[config.mk]
export PLATFORM = sky130hd
export DESIGN_NAME = irq_state_bank
export DESIGN_NICKNAME = d
export VERILOG_FILES = /design/src/rtl/irq_bank_pkg.sv /design/src/rtl/irq_rise_detect.sv /design/src/rtl/irq_set_clr_reg.sv /design/src/rtl/irq_bus_port.sv /design/src/rtl/irq_state_bank.sv
export SDC_FILE = /design/constraint.sdc
export NUM_CORES = 1
export LEC_CHECK = 0
export ABC_CLOCK_PERIOD_IN_PS = 1420
export BUFFER_PORTS_ARGS = -buffer_cell sky130_fd_sc_hd__buf_2
export CAP_MARGIN = 20
export CORE_AREA = 2 2 183 185
export CTS_CLUSTER_DIAMETER = 200
export DETAILED_ROUTE_END_ITERATION = 10
export DIE_AREA = 0 0 185 187
export PLACE_DENSITY = 0.67
export SYNTH_ARGS = -nofsm -noshare
export SYNTH_HDL_FRONTEND = slang
export SYNTH_SLANG_ARGS = --single-unit
export TNS_END_PERCENT = 5
[constraint.sdc]
create_clock -name clk -period 1.42 [get_ports clk]
set_clock_uncertainty 0.15 [all_clocks]
set_input_delay 0.071 -clock clk [delete_from_list [all_inputs] [get_ports clk]]
set_output_delay 0.071 -clock clk [all_outputs]
set_load 0.005 [all_outputs]
[src/rtl/irq_bank_pkg.sv]
package irq_bank_pkg;

    localparam int DATA_W = 32;
    localparam int VIEW_W = 3;

    // Register views selected by the upper address bits
    localparam logic [VIEW_W-1:0] VIEW_EN_SET = 3'd0;
    localparam logic [VIEW_W-1:0] VIEW_EN_CLR = 3'd1;
    localparam logic [VIEW_W-1:0] VIEW_PD_SET = 3'd2;
    localparam logic [VIEW_W-1:0] VIEW_PD_CLR = 3'd3;
    localparam logic [VIEW_W-1:0] VIEW_ACTIVE = 3'd4;

    // One-hot decode of a bus write
    typedef struct packed {
        logic en_set;
        logic en_clr;
        logic pd_set;
        logic pd_clr;
    } wr_hit_t;

    function automatic int word_count(input int lines);
        return (lines + DATA_W - 1) / DATA_W;
    endfunction

    function automatic int word_bits(input int lines);
        int w;
        w = word_count(lines);
        return (w <= 1) ? 1 : $clog2(w);
    endfunction

endpackage

[src/rtl/irq_rise_detect.sv]
module irq_rise_detect #(
    parameter int W = 60
) (
    input  logic         clk,
    input  logic         rst,
    input  logic [W-1:0] lvl_i,
    output logic [W-1:0] rise_o
);
    logic [W-1:0] prev_q;

    always_ff @(posedge clk) begin
        if (rst) prev_q <= '0;
        else     prev_q <= lvl_i;
    end

    assign rise_o = lvl_i & ~prev_q;

endmodule

[src/rtl/irq_set_clr_reg.sv]
module irq_set_clr_reg #(
    parameter int W = 60
) (
    input  logic         clk,
    input  logic         rst,
    input  logic [W-1:0] set_i,
    input  logic [W-1:0] clr_i,
    output logic [W-1:0] q_o
);
    logic [W-1:0] q;

    always_ff @(posedge clk) begin
        if (rst) q <= '0;
        else     q <= (q & ~clr_i) | set_i;
    end

    assign q_o = q;

    // Every requested set lands, even against a clear on the same edge
    assert_set_wins_R12: assert property (@(posedge clk) disable iff (rst)
        (|set_i) |=> ((q & $past(set_i)) == $past(set_i)));

    // A clear without a competing set drops the bit
    assert_clear_takes_R6: assert property (@(posedge clk) disable iff (rst)
        (|(clr_i & ~set_i)) |=> ((q & $past(clr_i & ~set_i)) == '0));

    // Bits that nobody touches keep their value
    assert_untouched_hold_R3: assert property (@(posedge clk) disable iff (rst)
        ((set_i | clr_i) == '0) |=> $stable(q));

endmodule

[src/rtl/irq_bus_port.sv]
module irq_bus_port
    import irq_bank_pkg::*;
#(
    parameter int NUM_LINES = 60,
    parameter int ADDR_W    = 4
) (
    input  logic                 clk,
    input  logic                 rst,
    input  logic                 sel_i,
    input  logic                 we_i,
    input  logic [ADDR_W-1:0]    addr_i,
    input  logic [DATA_W-1:0]    wdata_i,
    input  logic [NUM_LINES-1:0] en_q_i,
    input  logic [NUM_LINES-1:0] pd_q_i,
    input  logic [NUM_LINES-1:0] act_q_i,
    output logic [NUM_LINES-1:0] en_set_o,
    output logic [NUM_LINES-1:0] en_clr_o,
    output logic [NUM_LINES-1:0] pd_set_o,
    output logic [NUM_LINES-1:0] pd_clr_o,
    output logic [DATA_W-1:0]    rdata_o
);
    localparam int WORDS  = word_count(NUM_LINES);
    localparam int WORD_W = word_bits(NUM_LINES);
    localparam int PAD    = WORDS * DATA_W;
    localparam int SPARE  = PAD - NUM_LINES;

    logic [VIEW_W-1:0]    view;
    logic [WORD_W-1:0]    word;
    logic                 word_ok;
    wr_hit_t              hit;
    logic [NUM_LINES-1:0] wmask;
    logic [PAD-1:0]       en_pad, pd_pad, act_pad;
    logic [DATA_W-1:0]    rd_word;
    logic [DATA_W-1:0]    rdata_q;

    assign view    = addr_i[ADDR_W-1 -: VIEW_W];
    assign word    = addr_i[WORD_W-1:0];
    assign word_ok = (int'(word) < WORDS);

    always_comb begin
        hit = '0;
        if (sel_i && we_i && word_ok) begin
            hit.en_set = (view == VIEW_EN_SET);
            hit.en_clr = (view == VIEW_EN_CLR);
            hit.pd_set = (view == VIEW_PD_SET);
            hit.pd_clr = (view == VIEW_PD_CLR);
        end
    end

    // Each line picks its data bit from the addressed word
    for (genvar i = 0; i < NUM_LINES; i++) begin : g_mask
        assign wmask[i] = wdata_i[i % DATA_W] && (int'(word) == i / DATA_W);
    end

    assign en_set_o = hit.en_set ? wmask : '0;
    assign en_clr_o = hit.en_clr ? wmask : '0;
    assign pd_set_o = hit.pd_set ? wmask : '0;
    assign pd_clr_o = hit.pd_clr ? wmask : '0;

    assign en_pad  = PAD'(en_q_i);
    assign pd_pad  = PAD'(pd_q_i);
    assign act_pad = PAD'(act_q_i);

    always_comb begin
        rd_word = '0;
        if (word_ok) begin
            case (view)
                VIEW_EN_SET, VIEW_EN_CLR: rd_word = en_pad[int'(word)*DATA_W +: DATA_W];
                VIEW_PD_SET, VIEW_PD_CLR: rd_word = pd_pad[int'(word)*DATA_W +: DATA_W];
                VIEW_ACTIVE:              rd_word = act_pad[int'(word)*DATA_W +: DATA_W];
                default:                  rd_word = '0;
            endcase
        end
    end

    always_ff @(posedge clk) begin
        if (rst)                 rdata_q <= '0;
        else if (sel_i && !we_i) rdata_q <= rd_word;
    end

    assign rdata_o = rdata_q;

    // Read data only moves on a read
    assert_rdata_hold_R13: assert property (@(posedge clk) disable iff (rst)
        !(sel_i && !we_i) |=> $stable(rdata_q));

    if (SPARE > 0) begin : g_spare_chk
        // Unbacked bits of the last word always read as zero
        assert_spare_zero_R2: assert property (@(posedge clk) disable iff (rst)
            (sel_i && !we_i && int'(word) == WORDS - 1)
            |=> (rdata_q[DATA_W-1 -: SPARE] == '0));
    end

endmodule

[src/rtl/irq_state_bank.sv]
module irq_state_bank
    import irq_bank_pkg::*;
#(
    parameter int NUM_LINES = 60,
    parameter int ID_W      = $clog2(NUM_LINES),
    parameter int ADDR_W    = irq_bank_pkg::VIEW_W + irq_bank_pkg::word_bits(NUM_LINES)
) (
    input  logic                 clk,
    input  logic                 rst,
    input  logic                 bus_sel,
    input  logic                 bus_we,
    input  logic [ADDR_W-1:0]    bus_addr,
    input  logic [DATA_W-1:0]    bus_wdata,
    output logic [DATA_W-1:0]    bus_rdata,
    input  logic [NUM_LINES-1:0] irq_in,
    input  logic                 ack_valid,
    input  logic [ID_W-1:0]      ack_id,
    input  logic                 done_valid,
    input  logic [ID_W-1:0]      done_id,
    output logic [NUM_LINES-1:0] req_out,
    output logic [NUM_LINES-1:0] active_out
);
    logic [NUM_LINES-1:0] en_set, en_clr, pd_set_bus, pd_clr_bus;
    logic [NUM_LINES-1:0] rise, ack_mask, done_mask;
    logic [NUM_LINES-1:0] en_q, pd_q, act_q;

    irq_bus_port #(.NUM_LINES(NUM_LINES), .ADDR_W(ADDR_W)) u_port (
        .clk      (clk),
        .rst      (rst),
        .sel_i    (bus_sel),
        .we_i     (bus_we),
        .addr_i   (bus_addr),
        .wdata_i  (bus_wdata),
        .en_q_i   (en_q),
        .pd_q_i   (pd_q),
        .act_q_i  (act_q),
        .en_set_o (en_set),
        .en_clr_o (en_clr),
        .pd_set_o (pd_set_bus),
        .pd_clr_o (pd_clr_bus),
        .rdata_o  (bus_rdata)
    );

    irq_rise_detect #(.W(NUM_LINES)) u_rise (
        .clk    (clk),
        .rst    (rst),
        .lvl_i  (irq_in),
        .rise_o (rise)
    );

    // Identifier decode; out-of-range values match no line
    for (genvar i = 0; i < NUM_LINES; i++) begin : g_dec
        assign ack_mask[i]  = ack_valid  && (ack_id  == ID_W'(i));
        assign done_mask[i] = done_valid && (done_id == ID_W'(i));
    end

    irq_set_clr_reg #(.W(NUM_LINES)) u_enable (
        .clk (clk), .rst (rst),
        .set_i (en_set), .clr_i (en_clr), .q_o (en_q)
    );

    irq_set_clr_reg #(.W(NUM_LINES)) u_pending (
        .clk (clk), .rst (rst),
        .set_i (pd_set_bus | rise), .clr_i (pd_clr_bus | ack_mask), .q_o (pd_q)
    );

    irq_set_clr_reg #(.W(NUM_LINES)) u_active (
        .clk (clk), .rst (rst),
        .set_i (ack_mask), .clr_i (done_mask), .q_o (act_q)
    );

    assign req_out    = en_q & pd_q;
    assign active_out = act_q;

    // Acknowledge puts the line in service
    assert_ack_active_R11: assert property (@(posedge clk) disable iff (rst)
        (ack_valid && int'(ack_id) < NUM_LINES) |=> act_q[$past(ack_id)]);

    // Acknowledge retires the pending state unless a new set competes
    assert_ack_unpend_R11: assert property (@(posedge clk) disable iff (rst)
        (ack_valid && int'(ack_id) < NUM_LINES
         && !rise[ack_id] && !pd_set_bus[ack_id]) |=> !pd_q[$past(ack_id)]);

    // Active bits move only through the arbiter strobes
    assert_active_hw_only_R8: assert property (@(posedge clk) disable iff (rst)
        (!ack_valid && !done_valid) |=> $stable(act_q));

    // A request edge always leaves its line pending
    assert_rise_pends_R9: assert property (@(posedge clk) disable iff (rst)
        (|rise) |=> ((pd_q & $past(rise)) == $past(rise)));

endmodule

---- Yosys cells after proc, flatten, opt, wreduce, memory -nomap -nowiden ----
Cells that the tools add are included.
W data, S select, Z words.
cells by class
  equal/unequal tests ..................... 122
  shift-type cells ........................ 3
  multiplexer cells ....................... 6
  bitwise operators ....................... 15
  reduce and logical (&&, ||, !) cells .... 188
operator list
  cell                  number
  $eq A6 B6 Y1 const B  56
  $and A60 B60 Y60      5
  $or A60 B60 Y60       5
  $mux W60              4
  $not A60 Y60          4
  $eq A6 B5 Y1 const B  32
  $shiftx A64 B7 Y32    3
  $logic_and A1 B1 Y1   182
  $eq A6 B4 Y1 const B  16
  $pmux W32 S3          1
  $eq A6 B3 Y1 const B  8
  $eq A6 B2 Y1 const B  4
  $eq A6 B1 Y1 const B  2
  $logic_not A6 Y1      2
  $eq A3 B2 Y1 const B  2
  $mux W4               1
  $reduce_or A2 Y1      2
  $eq A3 B1 Y1 const B  1
  $eq A3 B3 Y1 const B  1
  $logic_not A3 Y1      1
  $logic_not A1 Y1      1
  $not A1 Y1            1
storage, ports and cells
  flip-flop bits (word level) ............. 272
  input bits .............................. 114
  output and inout port bits .............. 152
  logic and storage cells ................. 339

---- Depth between registers and ports, before layout ----
  word-level depth ........................ 7
  gate-level depth with buffers ........... 7
  gate-level depth less buffers ........... 4

---- Modules after synthesis ----
A second synthesis with hierarchy kept.
second synthesis, totals
  cells, all modules ...................... 2000
  area total of the unflattened synthesis .. 15929.0 um^2
by module, submodules not included
  module           times used  cells an instance  area an instance (um^2)  sequential area each (um^2)
  irq_set_clr_reg  3           247                2503.7                   1201.2
  irq_bus_port     1           698                4231.6                   640.6
  irq_state_bank   1           375                2204.6                   0.0
  irq_rise_detect  1           186                1981.9                   1201.2

---- Worst setup path after synthesis ----
Ideal clock, no wire load.
  path type ............................... input -> register
  start point ............................. in bus_addr[1]
  end point ............................... reg u_port.rdata_q[3], in the netlist u_port.rdata_o[3]
  library setup time ...................... 0.137 ns
  data arrival time ....................... 1.270 ns
  required time ........................... 1.133 ns
  slack ................................... -0.137 ns
  stages on the path ...................... 7
  path buffers ............................ 3
  cell sequence ........................... buf_4 nor2b_1 clkbuf_1 buf_2 mux2_2 o21ai_0 o221ai_1
on the way
  word-level cells in the longest chain between the ends .. 3
  elaborated cells on any way between the ends .. 8
  those cells by class .................... eq/ne: 4; mux: 1; reduce/logical: 3
RTL lines
  item                                  line                  RTL
  start, declared                       irq_state_bank.sv:12  input logic [ADDR_W-1:0] bus_addr,
  $eq A3 B2 Y1 (tied with other cells)  irq_bus_port.sv:67    case (view)
  $reduce_or A2 Y1                      irq_bus_port.sv:67
  $pmux W32 S3 *                        irq_bus_port.sv:67
  end signal, assigned                  irq_bus_port.sv:78    else if (sel_i && !we_i) rdata_q <= rd_word;
  end, declared                         irq_bus_port.sv:34    logic [DATA_W-1:0] rdata_q;
Mark *: on every way between the ends. The rest lies on a longest branch, timed or not.
A chain may end at the register's enable or synchronous reset.

---- Worst setup path in the final report ----
  start point ............................. in bus_addr[0]
  end point ............................... reg u_pending.q[59], in the netlist u_pending.q_o[59]
on the way
  word-level cells in the longest chain between the ends .. 6
  elaborated cells on any way between the ends .. 8
  those cells by class .................... mux: 2; bitwise: 5; reduce/logical: 1
RTL lines
  item                   line                   RTL
  $logic_and A1 B1 Y1 *  irq_bus_port.sv:52     assign wmask[i] = wdata_i[i % DATA_W] && (int'(word) == i / DATA_W);
  $mux W60               irq_bus_port.sv:58     assign pd_clr_o = hit.pd_clr ? wmask : '0;
  $or A60 B60 Y60        irq_state_bank.sv:64   .set_i (pd_set_bus | rise), .clr_i (pd_clr_bus | ack_mask), .q_o (pd_q)
  $not A60 Y60           irq_set_clr_reg.sv:14  else q <= (q & ~clr_i) | set_i;
  $and A60 B60 Y60       irq_set_clr_reg.sv:14
  $or A60 B60 Y60 *      irq_set_clr_reg.sv:14
  end signal, assigned   irq_set_clr_reg.sv:14
  end, declared          irq_set_clr_reg.sv:10  logic [W-1:0] q;
Marks and branches as above.

==> results.sh <==
export IMPL_wl_mm=53.3
export IMPL_grt_pass1_vias=13086
export IMPL_dp_cells=2283
export IMPL_grt_setup_unrepaired="yes"
export IMPL_gp_congestion=0.996
export IMPL_nFillCells=2892
export IMPL_htree_levels=1
export IMPL_yosysWarningCount=0
export IMPL_worstMarginPinSlew_ns=0.562
export IMPL_hp_start="bus_addr[0]"
export IMPL_finalHoldViolCount=1
export IMPL_gr_usage_all_layers_pct=29.2
export IMPL_endpoint_kind="register"
export IMPL_drive_above_1_share_pct=32.2
export IMPL_firstDrtPassIters=5
export IMPL_violations="hold timing, setup timing"
export IMPL_numPortBuffers=265
export IMPL_register_area_um2=5630
export IMPL_yosys_area_top_type="dfxtp_1"
export IMPL_cts_path_max_buffers=3
export IMPL_die_h_um=187
export IMPL_cts_inserted_buffers=29
export IMPL_start_kind="input port"
export IMPL_drtAntennaViolNets=0
export IMPL_worst_r2r_setup_slack_ns=0.02
export IMPL_synth_cells=1532
export IMPL_yosysMostFrequentCell="dfxtp_1"
export IMPL_synth_edff_count=0
export IMPL_outcome="finished with violations"
export IMPL_instances_no_fill=2462
export IMPL_grt_first_pass_wirelength_mm=77.8
export IMPL_synthArstFlopShare_pct=0
export IMPL_yosysSeqAreaShare_pct=42.2
export IMPL_reg2reg_from="u_pending.q_o[14]"
export IMPL_timing_rr_end="u_port.rdata_o[14]"
export IMPL_fin_ws_ns=-0.0628
export IMPL_ys_flop_type="dfxtp_1"
export IMPL_via_per_inst=5.71
export IMPL_num_vias=14070
export IMPL_syn_area_per_cell_um2=8.42
export IMPL_syn2layout_area_growth_pct=44.3
export IMPL_power_per_cell_area_nw_per_um2=975
export IMPL_synth_area_leaders="dfxtp_1 (42%), nor2b_1 (7.3%), nand2_1 (6.2%), a21oi_1 (6.0%), mux2i_1 (4.5%)"
export IMPL_p_leak_nw=7.55
export IMPL_fp_coreArea_um2=32900
export IMPL_grt_max_degree=80
export IMPL_r2r_cells=4
export IMPL_finalCritPeriodShare_pct=104
export IMPL_clkTransAtPathRegs_ns=0.06
export IMPL_clock_sinks=272
export IMPL_min_path_cells=4
export IMPL_fin_crit_ns=1.48
export IMPL_path_cells="buf_4 > buf_12 > dlygate4sd3_1 > nand2_1 > o221ai_1 > a21oi_1"
export IMPL_fmax_mhz=674
export IMPL_critPathMaxFanout=29
export IMPL_remaining_drc_errors=0
export IMPL_critical_path_arrival_ns=1.75
export IMPL_multi_input_area_um2=6920
export IMPL_die_x_um=185
export IMPL_critical_path_class="in2reg"
export IMPL_yosysTopAreaCellShare_pct=42.2
export IMPL_hp_class="in2reg"
export IMPL_crit_slowest_cell="dlygate4sd3_1"
export IMPL_clk_latency_ns=0.55
export IMPL_antenna_found_initial=2
export IMPL_slew_headroom_pct=62.3
export IMPL_ios=266
export IMPL_synth_area_um2=12900
export IMPL_detail_route_wl_per_cell_um=21.7
export IMPL_cts_root_buf="clkbuf_16"
export IMPL_die_area_um2=34600
export IMPL_synth_cell_types=43
export IMPL_synth_nets=1646
export IMPL_hold_ws_ns=-0.00173
export IMPL_nets=2108
export IMPL_maxSlewViolCount=0
export IMPL_max_cap_violations=0
export IMPL_hold_end="u_enable.q_o[50]"
export IMPL_ir_drop_mv=0.780
export IMPL_drtIter0Drc=1712
export IMPL_cts_tree="done"
export IMPL_setup_viol=12
export IMPL_cp_slowest_stage_delay_ns=0.78
export IMPL_finalSetupTns_ns=-0.218
export IMPL_place_hpwl_mm=38.1
export IMPL_crit_required_ns=1.68
export IMPL_placementRows=67
export IMPL_synth_commonest_cells="dfxtp_1 (272), nand2_1 (213), a21oi_1 (154)"
export IMPL_grt_ovfl_total=0
export IMPL_start_util_pct=39.2
export IMPL_ys_seq_elements=272
[metal layers]
metal / track usage (%) / vias to the layer above / wire [µm]
met3: 3.70 / 141 / 4690
met2: 44.0 / 840 / 23200
met1: 41.3 / 6634 / 22800
met4: 13.6 / 0 / 2570
met5: 0 / - / 0
li1: - / 6455 / -
[where the power goes]
group          internal [mW]  leakage [nW]  switching, mW
Clock                   4.47         0.462           3.14
Combinational           1.13          4.81           1.29
Sequential              7.89          2.27          0.226
[state kept, by name, summed over array words and instances, names as in the netlist]
name,flops
u_active.q_o,60
u_enable.q_o,60
u_pending.q_o,60
u_port.rdata_o,32
u_rise.prev_q,60
[critical path: cells and delay by family]
family	cells	cell delay, ns
AND/OR/NAND/NOR	1	0.19
buffers and inverters	3	1.15
AO/OA/AOI/OAI	2	0.33
[cells in the final DEF, fill, tap and decap left out, drive strengths merged, types with 6 or more instances in the layout]
master / synthesis / layout
mux2i: 58 / 58
a211oi: 18 / 18
clkbuf: 79 / 47
nand3: 14 / 14
inv: 65 / 65
dfxtp: 272 / 272
o21ai: 116 / 116
nand2b: 6 / 6
and2: 60 / 60
a31oi: 18 / 18
mux2: 22 / 22
nand2: 213 / 213
a32oi: 46 / 46
nand3b: 6 / 6
dlygate4sd3: 0 / 130
o221ai: 66 / 66
nor2: 19 / 19
a32o: 49 / 49
nor2b: 151 / 151
o211ai: 30 / 30
nor3: 6 / 6
a21oi: 154 / 154
buf: 40 / 417
[how the worst max path moves through the flow]
stage,slack (ns),start,endpoint,cells past startpoint
floorplan,-0.05,bus_addr[3],u_enable.q_o[50],7
global placement,-0.19,bus_addr[1],u_port.rdata_o[2],6
detailed placement,-0.21,bus_addr[1],u_port.rdata_o[2],6
CTS,-0.05,u_enable.q_o[9],req_out[9],2
global route,-0.06,bus_addr[3],u_pending.q_o[53],7
finish,-0.06,bus_addr[0],u_pending.q_o[59],6
[timing repair]
action,CTS,global route
setup endpoints to repair,59,113
buffers inserted,10,1
hold endpoints to repair,228,1
hold buffers,131,2
resized for setup,158,64
pin swaps,14,8
[layout make-up]
cell class              count  area share (%)
multi-input cells        1075            37.2
clock buffers              46            4.84
well taps                 448            3.01
repair buffers            550            23.1
diodes                      2          0.0269
flip-flops and latches    272            30.3
clock inverters             3           0.229
inverters                  66            1.33
[through the flow]
stage	power [mW]	area (µm²)	setup WS (ns)	utilization [%]
2_1_floorplan	9.33	12900	-0.0524	-
3_3_place_gp	10.2	15800	-0.193	48.1
3_5_place_dp	10.3	15800	-0.212	48.1
4_1_cts	18.1	18400	-0.0480	55.9
5_1_grt	18.6	18600	-0.0633	56.6
6_report	18.1	18600	-0.0628	56.6
[kinds of logic after synthesis]
group / count (synthesis) / share of synthesized area, %
flip-flops: 272 / 42.2
buffers and inverters: 185 / 5.79
AO/OA/AOI/OAI: 504 / 26.0
AND/OR/NAND/NOR: 491 / 19.5
multiplexers: 80 / 6.42
Note: power is estimated with default switching activity, not from simulation.
